## src/rtl/io_lock_pkg.sv

```systemverilog
package io_lock_pkg;
    parameter int ADDR_W = 16;
    parameter int VEC_W  = 8;

    typedef struct packed {
        logic armed;
        logic nmi_sent;
        logic nmi;
    } lock_state_t;
endpackage

```

## src/rtl/io_lock_decode.sv

```systemverilog
module io_lock_decode #(
    parameter int                 ADDR_W       = 16,
    parameter int                 VEC_W        = 8,
    parameter logic [ADDR_W-1:0]  ARM_PORT     = 16'h8A00,
    parameter logic [ADDR_W-1:0]  SYSCALL_PORT = 16'h8800,
    parameter logic [VEC_W-1:0]   NMI_VEC      = 8'h02,
    parameter logic [VEC_W-1:0]   FAULT_VEC    = 8'h20
) (
    input  logic              io_req,
    input  logic              io_wr,
    input  logic [ADDR_W-1:0] io_addr,
    input  logic              ack_valid,
    input  logic [VEC_W-1:0]  ack_vector,
    output logic              arm_read,
    output logic              exempt_read,
    output logic              release_hit
);
    always_comb begin
        arm_read    = io_req && !io_wr && (io_addr == ARM_PORT);
        exempt_read = io_req && !io_wr && (io_addr == SYSCALL_PORT);
        release_hit = ack_valid && ((ack_vector == NMI_VEC) || (ack_vector == FAULT_VEC));
    end
endmodule

```

## src/rtl/io_lock_state.sv

```systemverilog
module io_lock_state
    import io_lock_pkg::*;
(
    input  logic clk,
    input  logic rst_n,
    input  logic arm_read,
    input  logic violation,
    input  logic release_hit,
    output logic armed,
    output logic nmi_pulse
);
    lock_state_t st_d, st_q;

    always_comb begin
        st_d = st_q;
        // one pulse per armed period
        st_d.nmi = violation && !st_q.nmi_sent;
        if (release_hit) begin
            st_d.armed    = 1'b0;
            st_d.nmi_sent = 1'b0;
        end else begin
            if (arm_read && !st_q.armed)
                st_d.armed = 1'b1;
            if (violation)
                st_d.nmi_sent = 1'b1;
        end
    end

    always_ff @(posedge clk) begin
        if (!rst_n)
            st_q <= '0;
        else
            st_q <= st_d;
    end

    assign armed     = st_q.armed;
    assign nmi_pulse = st_q.nmi;
endmodule

```

## src/rtl/io_lock_gate.sv

```systemverilog
module io_lock_gate #(
    parameter int ADDR_W = 16
) (
    input  logic              armed,
    input  logic              exempt_read,
    input  logic              io_req,
    input  logic              io_wr,
    input  logic [ADDR_W-1:0] io_addr,
    output logic              fwd_req,
    output logic              fwd_wr,
    output logic [ADDR_W-1:0] fwd_addr,
    output logic              violation
);
    always_comb begin
        violation = io_req && armed && !exempt_read;
        fwd_req   = io_req && !violation;
        fwd_wr    = io_wr;
        fwd_addr  = io_addr;
    end
endmodule

```

## src/rtl/io_port_lockout.sv

```systemverilog
module io_port_lockout
    import io_lock_pkg::*;
#(
    parameter logic [ADDR_W-1:0] ARM_PORT     = 16'h8A00,
    parameter logic [ADDR_W-1:0] SYSCALL_PORT = 16'h8800,
    parameter logic [VEC_W-1:0]  NMI_VEC      = 8'h02,
    parameter logic [VEC_W-1:0]  FAULT_VEC    = 8'h20
) (
    input  logic              clk,
    input  logic              rst_n,
    input  logic              cpu_io_req,
    input  logic              cpu_io_wr,
    input  logic [ADDR_W-1:0] cpu_io_addr,
    input  logic              inta_valid,
    input  logic [VEC_W-1:0]  inta_vector,
    output logic              bus_io_req,
    output logic              bus_io_wr,
    output logic [ADDR_W-1:0] bus_io_addr,
    output logic              cpu_io_blocked,
    output logic              nmi_req
);
    logic arm_read, exempt_read, release_hit, violation, lock_armed;

    io_lock_decode #(
        .ADDR_W(ADDR_W), .VEC_W(VEC_W), .ARM_PORT(ARM_PORT),
        .SYSCALL_PORT(SYSCALL_PORT), .NMI_VEC(NMI_VEC), .FAULT_VEC(FAULT_VEC)
    ) dec_i (
        .io_req(cpu_io_req), .io_wr(cpu_io_wr), .io_addr(cpu_io_addr),
        .ack_valid(inta_valid), .ack_vector(inta_vector),
        .arm_read(arm_read), .exempt_read(exempt_read), .release_hit(release_hit)
    );

    io_lock_gate #(.ADDR_W(ADDR_W)) gate_i (
        .armed(lock_armed), .exempt_read(exempt_read),
        .io_req(cpu_io_req), .io_wr(cpu_io_wr), .io_addr(cpu_io_addr),
        .fwd_req(bus_io_req), .fwd_wr(bus_io_wr), .fwd_addr(bus_io_addr),
        .violation(violation)
    );

    io_lock_state st_i (
        .clk(clk), .rst_n(rst_n), .arm_read(arm_read), .violation(violation),
        .release_hit(release_hit), .armed(lock_armed), .nmi_pulse(nmi_req)
    );

    assign cpu_io_blocked = violation;
endmodule

```

## config.mk

```make
export PLATFORM = sky130hd
export DESIGN_NAME = io_port_lockout
export DESIGN_NICKNAME = d
export VERILOG_FILES = /design/src/rtl/io_lock_pkg.sv /design/src/rtl/io_lock_decode.sv /design/src/rtl/io_lock_state.sv /design/src/rtl/io_lock_gate.sv /design/src/rtl/io_port_lockout.sv
export SDC_FILE = /design/constraint.sdc
export NUM_CORES = 1
export LEC_CHECK = 0
export BUFFER_PORTS_ARGS = -buffer_cell sky130_fd_sc_hd__buf_2
export CAP_MARGIN = 20
export CORE_AREA = 2 2 39 41
export CTS_BUF_LIST = sky130_fd_sc_hd__clkbuf_4 sky130_fd_sc_hd__clkbuf_8
export CTS_CLUSTER_DIAMETER = 30
export CTS_CLUSTER_SIZE = 8
export DETAILED_ROUTE_END_ITERATION = 16
export DIE_AREA = 0 0 41 43
export PLACE_DENSITY = 0.83
export SYNTH_ARGS = -nofsm -noshare
export SYNTH_HDL_FRONTEND = slang
export SYNTH_SLANG_ARGS = --single-unit
```

## constraint.sdc

```tcl
create_clock -name clk -period 1.6 [get_ports clk]
set_input_delay 0.16 -clock clk [delete_from_list [all_inputs] [get_ports clk]]
set_output_delay 0.16 -clock clk [all_outputs]
set_load 0.01 [all_outputs]
```

# Word level (Yosys, flattened, before mapping)
# Cells that the tools add are included.
# Widths: inputs -> output; s select.
word_totals:
  ramBits: 0
  elab_cells: 24
  romBits: 0
  mem_count: 0
  latchBits: 0
  output_inout_bits: 20
  in_bits: 29
  ff_bits: 3
op_classes:
  n_reduce_logical: 16
  mux: 0
  n_div: 0
  add_sub_neg: 0
  n_shift: 0
  mul: 0
  magnitude_cmp: 0
  n_eq_ne: 4
  n_bitwise: 1
ops:
  columns: ["operator", "count"]
  rows:
  - ["$eq 16x16->1 const B", 2]
  - ["$logic_and 1x1->1", 9]
  - ["$eq 8x2->1 const B", 1]
  - ["$eq 8x6->1 const B", 1]
  - ["$logic_not 1->1", 5]
  - ["$reduce_or 2->1", 1]
  - ["$logic_or 1x1->1", 1]
  - ["$not 1->1", 1]

# Depth between registers and ports, before layout
logic_depth:
  depth_word: 7
  depth_mapped: 4
  mapped_depth_nobuf: 4

# Cells and area by module
# Synthesis repeated with hierarchy kept, for this count alone.
unflattened:
  cells_unflattened: 43
  area_unflattened_um2: 329.1
modules_own_cells:
  columns: ["module", "area_each_um2", "n_inst", "seq_area_each_um2", "cells_each"]
  rows:
  - ["io_lock_gate", 145.1, 1, 0.0, 20]
  - ["io_lock_decode", 95.1, 1, 0.0, 13]
  - ["io_lock_state", 88.8, 1, 60.1, 10]

# Worst setup path before layout
# OpenSTA, ideal clock, no wires.
synth_timing:
  kind: "input to output"
  startpoint: "input cpu_io_addr[3]"
  endpoint: "output bus_io_req"
  path_stages: 4
  t_required_ns: 1.440
  arrival_time_ns: 0.912
  setup_slack_ns: 0.528
  n_path_buf: 0
  path_cell_list: "nor4_2 -> nand4_2 -> o21ai_2 -> and2_1"
synth_via:
  elab_chain_len: 6
synth_lines:
  columns: ["element", "line_no", "source"]
  rows:
  - ["start: declaration", "io_port_lockout.sv:13", "input logic [ADDR_W-1:0] cpu_io_addr,"]
  - ["$eq 16x16->1", "io_lock_decode.sv:20", "exempt_read = io_req && !io_wr && (io_addr == SYSCALL_PORT);"]
  - ["$logic_and 1x1->1", "io_lock_decode.sv:20", null]
  - ["$logic_not 1->1", "io_lock_gate.sv:15", "violation = io_req && armed && !exempt_read;"]
  - ["$logic_and 1x1->1", "io_lock_gate.sv:15", null]
  - ["$logic_not 1->1", "io_lock_gate.sv:16", "fwd_req = io_req && !violation;"]
  - ["$logic_and 1x1->1", "io_lock_gate.sv:16", null]
  - ["end: declaration", "io_port_lockout.sv:16", "output logic bus_io_req,"]
# No other way between the ends.

# Worst setup path after layout
layout_timing:
  startpoint: "input cpu_io_wr"
  endpoint: "output bus_io_req"
layout_via:
  elab_chain_len: 7
layout_lines:
  columns: ["element", "line_no", "source"]
  rows:
  - ["start: declaration", "io_port_lockout.sv:12", "input logic cpu_io_wr,"]
  - ["$logic_not 1->1", "io_lock_decode.sv:20", null]
  - ["$logic_and 1x1->1 (2 in series)", "io_lock_decode.sv:20", null]
  - ["$logic_not 1->1", "io_lock_gate.sv:15", null]
  - ["$logic_and 1x1->1", "io_lock_gate.sv:15", null]
  - ["$logic_not 1->1", "io_lock_gate.sv:16", null]
  - ["$logic_and 1x1->1", "io_lock_gate.sv:16", null]
# No other way between the ends.

==> metrics.cfg <==
[cells_and_area]
antenna_cells=0
final_layout_size_suffix_gt1_share_pct=78.95
synthToLayoutAreaGrowth_pct=44.98
total_nets_final=106
fin_util_pct=37.88
mostFrequentLayoutCell=sky130_fd_sc_hd__buf_2
leading_cell_types_in_the_layout_fill_and_taps_excluded=48 x sky130_fd_sc_hd__buf_2, 4 x sky130_fd_sc_hd__clkbuf_4, 3 x sky130_fd_sc_hd__nand2_1, 3 x sky130_fd_sc_hd__dfxtp_1
non_filler_instance_count_after_layout=92

[placement]
post-dp-hpwl_um=784.5
io_buffers=48
numPlacedInstances=88
gp_routability_congestion=0.6017

[min_path]
min-delay-start=rst_n
worst_hold_path.num_cells=3
hold_path_class=in -> reg
min_delay_worst_endpoint=st_i.nmi_pulse

[grt]
first_global_vias=363
grt_pass1_wl_mm=1.269
largest_net_degree_at_the_start_of_global_routing=5
global_route.overflow_total=0
global_route_total_usage_across_every_layer_pct=10.54
initial_antenna_violation_count=0

[clocking]
cts.reportedPaths.clkPinSlew_ps=40
clk_root_buffer_cell=sky130_fd_sc_hd__clkbuf_4
worst_skew_late_latency_ps=240
cts_buffers=3
cts_hold_repair.buffers=0
clock_sink_count=3
clock_h_tree_levels=1
cts_tree=yes
cts.repair_timing.setup_buffer_count=0
cts_max_path_buffers=2
post_cts_resize_count=0

[sta]
timing_hold_violations_final=0
max-slew-margin-rel_pct=82.96
post_route_clock_skew_ps=5.468
max_freq_mhz=766.4
setup_violations=0
rsz0062_at_grt=no
post-route-min-period_ps=1305
worst_slew_pin_slew_ps=252.1
report.final.slew_viol_count=0
final.setup.tns_ps=0
period_share_pct=81.55

[critical_path]
worst_ep_required_time_ps=1440
r2r-start=st_i.armed
critical_path.reg2reg.endpoint=st_i.nmi_pulse
timing.reg2reg.worst_path_depth=2
critical_path_class=in -> out
r2r_slack_ps=900
crit_path_max_fanout=3
endpoint_type_of_the_worst_setup_path=primary output
critPathArrivalTime_ps=1140
worst_setup_path_start_kind=input pin

[route]
post_route_drc=0
via_per_inst=4.239
drt-wirelength-per-cell_um=9.424
wire_length_reported_by_the_detailed_router_um=867
vias=390
antenna_violating_nets_post_route=0
detailedRoute.firstPassIterationCount=2
detailedRoute.firstIterationViolations=3

[die]
floorplan.rows=14
die_area_um2=1763
initial_core_util_pct=26.13
floorplan.io_pins=49
die_w_um=41
die_y_um=43
core_region_area_um2=1384

[synth]
avgSynthCellArea_um2=8.819
synth_nets=70
yosys_warnings=0
yosysSeqAreaShare_pct=16.61
synth_cells=41
yosysUniqueCellTypes=18
synth-seq-cells=3
area_of_the_mapped_netlist_um2=361.6

[flow_run]
drv.max_cap_violation_count=0

[run_status]
status=finished clean

[pwr]
max-vdd-ir-drop_mv=0.2307
total_power_mw=0.3210
power.static_leakage_nw=0.2881
powerDensity_nw_per_um2=612.3

-- logic make-up (layout without fill, tap and decap cells) --
kind of cell,Yosys count,in the layout,synth area share [%]
buf+inv,19,54,37.37
flops,3,3,16.61
xor+xnor,1,1,2.423
compound gates,5,5,11.42
simple gates,13,13,32.18
-- critical path, cell delays in order --
cell	delay (ps)
sky130_fd_sc_hd__buf_2	110
sky130_fd_sc_hd__nor4_2	300
sky130_fd_sc_hd__nand4_2	180
sky130_fd_sc_hd__o21ai_2	150
sky130_fd_sc_hd__and2_1	130
sky130_fd_sc_hd__buf_2	120
-- routing by layer --
metal  GRT usage, %  routed length, µm
met1          9.003                236
met4          6.000                  0
met5              0                  0
met3          1.571                 94
met2          20.31                536
-- how the worst max path moves through the flow --
stage	to	start	cells past startpoint	slack, ps
floorplan	bus_io_req	cpu_io_addr[3]	4	530
global placement	bus_io_req	cpu_io_addr[3]	6	270
detailed placement	bus_io_req	cpu_io_wr	6	270
CTS	bus_io_req	cpu_io_wr	6	270
global route	bus_io_req	cpu_io_wr	6	150
finish	bus_io_req	cpu_io_wr	6	300
-- power breakdown --
group	leakage (nW)	internal, mW	switching, mW
logic	0.246	0.0486	0.0441
registers	0.0241	0.0752	0.000000280
clock network	0.0184	0.111	0.0426
-- cell usage after synthesis (all sizes together) --
| master | n | area, µm² |
|---|---|---|
| nand4 | 1 | 12.51 |
| o21ai | 2 | 13.76 |
| and2 | 1 | 6.260 |
| a21oi | 1 | 5.000 |
| nor2 | 1 | 3.750 |
| nand2 | 3 | 11.26 |
| o21ba | 1 | 10.01 |
| nor4 | 2 | 25.02 |
| nor3 | 2 | 10.01 |
| dfxtp | 3 | 60.06 |
| xnor2 | 1 | 8.760 |
| buf | 17 | 127.6 |
| o211ai | 1 | 12.51 |
| inv | 2 | 7.510 |
| nor4b | 3 | 47.54 |
-- registers in the layout, indices dropped and copies added (netlist names) --
name and flops:
st_i.st_q 1, st_i.armed 1, st_i.nmi_pulse 1
-- layout make-up --
class / instances / area [µm²]
tap: 16 / 20.02
clock buffer: 4 / 30.03
fill: 159 / 859.6
sequential: 3 / 60.06
multi-input combinational: 19 / 166.4
inverter: 2 / 7.507
timing repair buffer: 48 / 240.2
-- per-stage QoR --
step,instance area (µm²),setup slack [ps],hold slack [ps]
global route,524.3,150.3,175.3
detailed placement,494.2,274.0,404.5
CTS,524.3,272.3,156.6
global placement,494.2,271.6,403.1
floorplan,361.6,528.4,278.3
finish,524.3,295.2,163.4
No activity file was read; power rests on OpenSTA's default activity.
